==> src/rtl/dmams_pkg.sv <==
package dmams_pkg;

    localparam int NUM_CH     = 4;
    localparam int RELOAD_CH  = 2;
    localparam int SPARE_CH   = 3;
    localparam int REG_W      = 8;
    localparam int STAT_RSV_W = REG_W - NUM_CH - 1;

    // Field order follows the register bit layout, most significant first.
    typedef struct packed {
        logic              autoload;
        logic              stop_tc;
        logic              ext_wr;
        logic              rotate;
        logic [NUM_CH-1:0] ch_on;
    } mode_t;

    typedef struct packed {
        logic [STAT_RSV_W-1:0] rsv;
        logic                  update;
        logic [NUM_CH-1:0]     tc_seen;
    } status_t;

    // Channels that may be served: the spare is withheld under autoload.
    function automatic logic [NUM_CH-1:0] serve_mask(input logic autoload);
        logic [NUM_CH-1:0] m;
        m = '1;
        if (autoload) m[SPARE_CH] = 1'b0;
        return m;
    endfunction

    function automatic status_t pack_status(input logic upd,
                                            input logic [NUM_CH-1:0] tc);
        status_t s;
        s.rsv     = '0;
        s.update  = upd;
        s.tc_seen = tc;
        return s;
    endfunction

endpackage

==> src/rtl/dmams_mode_reg.sv <==
module dmams_mode_reg
    import dmams_pkg::*;
(
    input  logic              clk,
    input  logic              rst,
    input  logic              wr_en,
    input  mode_t             wdata,
    input  logic [NUM_CH-1:0] tc_in,
    output mode_t             mode_q
);

    logic [NUM_CH-1:0] kill;
    mode_t             mode_d;

    for (genvar i = 0; i < NUM_CH; i++) begin : g_kill
        localparam bit IS_RELOAD = (i == RELOAD_CH);
        // The reload channel survives its terminal count under autoload.
        assign kill[i] = mode_q.stop_tc && tc_in[i]
                         && !(IS_RELOAD && mode_q.autoload);

        AST_STOP_DROPS_EN: assert property (@(posedge clk) disable iff (rst)
            (!wr_en && kill[i]) |=> !mode_q.ch_on[i]);
    end

    always_comb begin
        mode_d = mode_q;
        if (wr_en) begin
            mode_d = wdata;
        end else begin
            mode_d.ch_on = mode_q.ch_on & ~kill;
        end
    end

    always_ff @(posedge clk) begin
        if (rst) mode_q <= '0;
        else     mode_q <= mode_d;
    end

    AST_WRITE_LOADS: assert property (@(posedge clk) disable iff (rst)
        wr_en |=> (mode_q == $past(wdata)));

endmodule

==> src/rtl/dmams_tc_status.sv <==
module dmams_tc_status
    import dmams_pkg::*;
(
    input  logic              clk,
    input  logic              rst,
    input  logic              rd_clr,
    input  logic [NUM_CH-1:0] tc_in,
    output logic [NUM_CH-1:0] tc_q
);

    for (genvar i = 0; i < NUM_CH; i++) begin : g_flag
        always_ff @(posedge clk) begin
            if (rst)         tc_q[i] <= 1'b0;
            else if (tc_in[i]) tc_q[i] <= 1'b1;
            else if (rd_clr) tc_q[i] <= 1'b0;
        end

        AST_TC_CAPTURE: assert property (@(posedge clk) disable iff (rst)
            tc_in[i] |=> tc_q[i]);
        AST_RD_CLEARS: assert property (@(posedge clk) disable iff (rst)
            (rd_clr && !tc_in[i]) |=> !tc_q[i]);
    end

endmodule

==> src/rtl/dmams_autoload.sv <==
module dmams_autoload (
    input  logic clk,
    input  logic rst,
    input  logic autoload,
    input  logic reload_tc,
    input  logic rd_clr,
    input  logic xfer_start,
    output logic reload_stb,
    output logic update_q
);

    logic fire;
    assign fire = autoload && reload_tc;

    always_ff @(posedge clk) begin
        if (rst) begin
            reload_stb <= 1'b0;
            update_q   <= 1'b0;
        end else begin
            reload_stb <= fire;
            if (fire)                      update_q <= 1'b1;
            else if (rd_clr || xfer_start) update_q <= 1'b0;
        end
    end

    AST_NO_RELOAD_OFF: assert property (@(posedge clk) disable iff (rst)
        (!autoload && reload_tc) |=> !reload_stb);
    AST_RELOAD_FLAGS: assert property (@(posedge clk) disable iff (rst)
        reload_stb |-> update_q);
    AST_UPD_CLEAR: assert property (@(posedge clk) disable iff (rst)
        ((rd_clr || xfer_start) && !fire) |=> !update_q);

endmodule

==> src/rtl/dmams_top.sv <==
module dmams_top
    import dmams_pkg::*;
(
    input  logic       clk,
    input  logic       rst,
    input  logic       mode_wr,
    input  logic [7:0] mode_wdata,
    input  logic       stat_rd,
    input  logic [3:0] tc_in,
    input  logic       ch2_xfer_start,
    output logic [7:0] status_rdata,
    output logic [3:0] ch_en,
    output logic       prio_rotate,
    output logic       ext_write,
    output logic       autoload_on,
    output logic       reload_stb
);

    mode_t             mode_q;
    logic [NUM_CH-1:0] tc_q;
    logic              update_q;

    dmams_mode_reg u_mode (
        .clk    (clk),
        .rst    (rst),
        .wr_en  (mode_wr),
        .wdata  (mode_t'(mode_wdata)),
        .tc_in  (tc_in),
        .mode_q (mode_q)
    );

    dmams_tc_status u_stat (
        .clk    (clk),
        .rst    (rst),
        .rd_clr (stat_rd),
        .tc_in  (tc_in),
        .tc_q   (tc_q)
    );

    dmams_autoload u_auto (
        .clk        (clk),
        .rst        (rst),
        .autoload   (mode_q.autoload),
        .reload_tc  (tc_in[RELOAD_CH]),
        .rd_clr     (stat_rd),
        .xfer_start (ch2_xfer_start),
        .reload_stb (reload_stb),
        .update_q   (update_q)
    );

    assign status_rdata = pack_status(update_q, tc_q);
    assign ch_en        = mode_q.ch_on & serve_mask(mode_q.autoload);
    assign prio_rotate  = mode_q.rotate;
    assign ext_write    = mode_q.ext_wr;
    assign autoload_on  = mode_q.autoload;

endmodule

==> config.mk <==
export PLATFORM = sky130hd
export DESIGN_NAME = dmams_top
export DESIGN_NICKNAME = d
export VERILOG_FILES = /design/src/rtl/dmams_pkg.sv /design/src/rtl/dmams_mode_reg.sv /design/src/rtl/dmams_tc_status.sv /design/src/rtl/dmams_autoload.sv /design/src/rtl/dmams_top.sv
export SDC_FILE = /design/constraint.sdc
export NUM_CORES = 1
export LEC_CHECK = 0
export BUFFER_PORTS_ARGS = -buffer_cell sky130_fd_sc_hd__buf_2
export CAP_MARGIN = 20
export CORE_MARGIN = 2
export CORE_UTILIZATION = 25
export DETAILED_ROUTE_END_ITERATION = 10
export GPL_TIMING_DRIVEN = 0
export PLACE_DENSITY = 0.49
export RECOVER_POWER = 50
export SLEW_MARGIN = 20
export SYNTH_ARGS = -nofsm -noshare
export SYNTH_HDL_FRONTEND = slang
export SYNTH_SLANG_ARGS = --single-unit
export TNS_END_PERCENT = 5
==> constraint.sdc <==
create_clock -name clk -period 0.8 [get_ports clk]
set_input_delay 0.16 -clock clk [delete_from_list [all_inputs] [get_ports clk]]
set_output_delay 0.16 -clock clk [all_outputs]
set_load 0.01 [all_outputs]
==> summary.txt <==
Min Tclk post-route - 1.02 ns
Drt first pass iters - 2
Clock sinks - 14
CTS H-tree lvls - 1
Clk root buf - clkbuf_4
Number of vias per cell - 4.12
Height of the die - 52.6 um
DRC Markers - 0
Routed WL per cell - 9.59 um
WL final - 1230 um
Synth Cell Area - 589 um2
Buffers added on ports - 29
Final Hold Vio Count - 0
P_leak - 0.451 nW
P per Cell Area - 1710 mW/mm2
Bufs and invs on worst path - 1
Crit path depth - 2
Global Route Usage Sum - 9.78%
Seq/Total Area, Yosys - 47.6%
Vias in the first global route - 465
R2R depth - 3
Crit-path max cell delay - 0.37 ns
Remaining antenna violation count - 0
CTS tree - built
Highest clock rate - 977 MHz
Initial antenna violation count - 0
Total number of yosys warnings - 0
Final setup margin - -0.224 ns
Gate Count Post-Synth - 62
Total placed instance area - 778 um2
Setup TNS - -1.81 ns
Avg Cell Area, Syn - 9.51 um2
Core box area - 0.00221 mm2
CP top delay family - flip-flops
Die area - 0.00276 mm2
Clk buf depth - 2
Initial Util - 26.6%
Vias - 527
Unrepaired setup endpoints after global routing - yes
Worst Clk Skew - 0.00360 ns
Row Count - 17
Max-cap check violation count - 0
Period utilisation layout - 128%
Status - finished, violations left
Max FO, Critical Path - 5
Pin count of the biggest net entering global routing - 11
#FFs+latches synth - 14
Cell variety after synth - 15
Worst path cell trace - nor2b_4, buf_6
Crit path DAT - 0.86 ns
Post-DP HPWL - 955 um
RePlAce Congestion - 0.654
Die X - 52.6 um
Area leader, netlist - dfxtp_1
Io pins - 33
Clk slew on worst S/H paths - 0.09 ns
Clock Latency Late Sink - 0.27 ns
Area growth from synthesis to layout - 52.2%
WHS Path Cells - 2
Slew Limit Fails - 0
First-pass GRT wire length - 1990 um
Share of cells above drive strength 1 - 56.0%
Failing checks - negative setup slack
Synth top area share - 47.6%
Setup crit end kind - primary output
Final #Nets - 118
Gr ovfl total - 0
# setup viols final - 14
CP max-delay cell - dfxtp_4
IR drop worst, VDD - 0.834 mV
Crit Path Class - reg2out
Cts bufs inserted - 3
Post-cts hold buffer count - 0
Pre-CTS setup slack - -0.00257 ns
Worst Hold Class - in2reg
Top cells by area, synth - dfxtp_1, buf_4, mux2i_1
Antenna diodes - 0
Drt first-iter violations - 1
Startpoint types - flop
Final Cell Area - 897 um2
Critical Path RT - 0.64 ns
## cell type report
| type | count | area [um2] |
|---|---|---|
| Inverter | 1 | 3.75 |
| Buffer | 9 | 68.8 |
| Fill cell | 245 | 1320 |
| Sequential cell | 14 | 290 |
| Timing Repair Buffer | 32 | 211 |
| Tap cell | 28 | 35.0 |
| Multi-Input combinational cell | 40 | 251 |
| Clock buffer | 4 | 36.3 |
## timing repair
action / in CTS / in global routing
setup buffers: 3 / 0
pin swaps: 0 / 1
setup endpoints to repair: 14 / 15
gates resized for setup: 19 / 2
## layer usage
metal	global-route usage, %	part of all wire, %	wire, um	up-vias
li1	-	-	-	270
met1	12.6	44	543	236
met2	14.4	44	542	21
met3	4.00	12	142	0
met4	3.85	0	0	0
met5	0	0	0	-
## sequential cells by signal, summed over array words and instances (netlist names)
| register | count |
|---|---|
| u_mode.mode_q | 8 |
| u_stat.tc_q | 4 |
| u_auto.reload_stb | 1 |
| u_auto.update_q | 1 |
## placed cells by master (no fill, tap or decap), drive strengths merged
master,instances
inv,1
nor2b,1
nand3b,5
a21oi,8
a31o,1
mux2i,4
nand2,8
nor2,10
clkbuf,4
conb,3
buf,41
dfxtp,14
## cell families (layout without fill, tap and decap cells)
kind of cell	after synthesis	in the layout	share of synthesized area (%)
and+or+nand+nor	24	24	23.1
DFF	14	14	47.6
buffers and inverters	10	46	12.3
AOI/OAI and AO/OA	9	9	9.56
muxes	4	4	6.79
other	1	3	0.636
## synth_stat cells
cell type	number
dfxtp_1	14
nor2_1	10
nand2_1	8
buf_4	7
a21oi_1	6
mux2i_1	4
nand3b_1	3
a21oi_2	2
nand3b_4	2
a31o_1	1
buf_2	1
buf_6	1
conb_1	1
inv_1	1
nor2b_1	1
## metrics by stage
step	hold WS [ns]	cells	util (%)	total power [W]
final	0.0928	128	40.6	0.00153
after global routing	0.104	128	40.6	0.00163
after CTS	0.0874	128	40.7	0.00156
after detailed placement	0.396	121	35.2	0.00100
after global placement	0.390	121	35.2	0.000999
after floorplan	0.229	64	-	0.000906
## final timing paths
| path | start | endpoint | slack (ns) |
|---|---|---|---|
| worst max-delay path | u_mode.mode_q[7]$_SDFFE_PP0P_ | ch_en[3] | -0.22 |
| worst min-delay path | rst | u_mode.mode_q[3]$_SDFF_PP0_ | 0.09 |
| worst min register to register | u_auto.update_q$_SDFFE_PP0P_ | u_auto.update_q$_SDFFE_PP0P_ | 0.48 |
| worst max register to register | u_mode.mode_q[7]$_SDFFE_PP0P_ | u_mode.mode_q[2]$_SDFF_PP0_ | -0.01 |
## power by group
| group | switching [W] | internal, W | total (W) |
|---|---|---|---|
| Clock | 0.000227 | 0.000277 | 0.000504 |
| Combinational | 0.000111 | 0.000153 | 0.000264 |
| Sequential | 0.0000279 | 0.000737 | 0.000765 |
## worst reg2reg max path, stage by stage (launching register included)
cell and delay (ns):
dfxtp_4 0.37, nand3b_1 0.19, nand3b_4 0.09, a21oi_2 0.04
(Power assumes the default switching activity.)
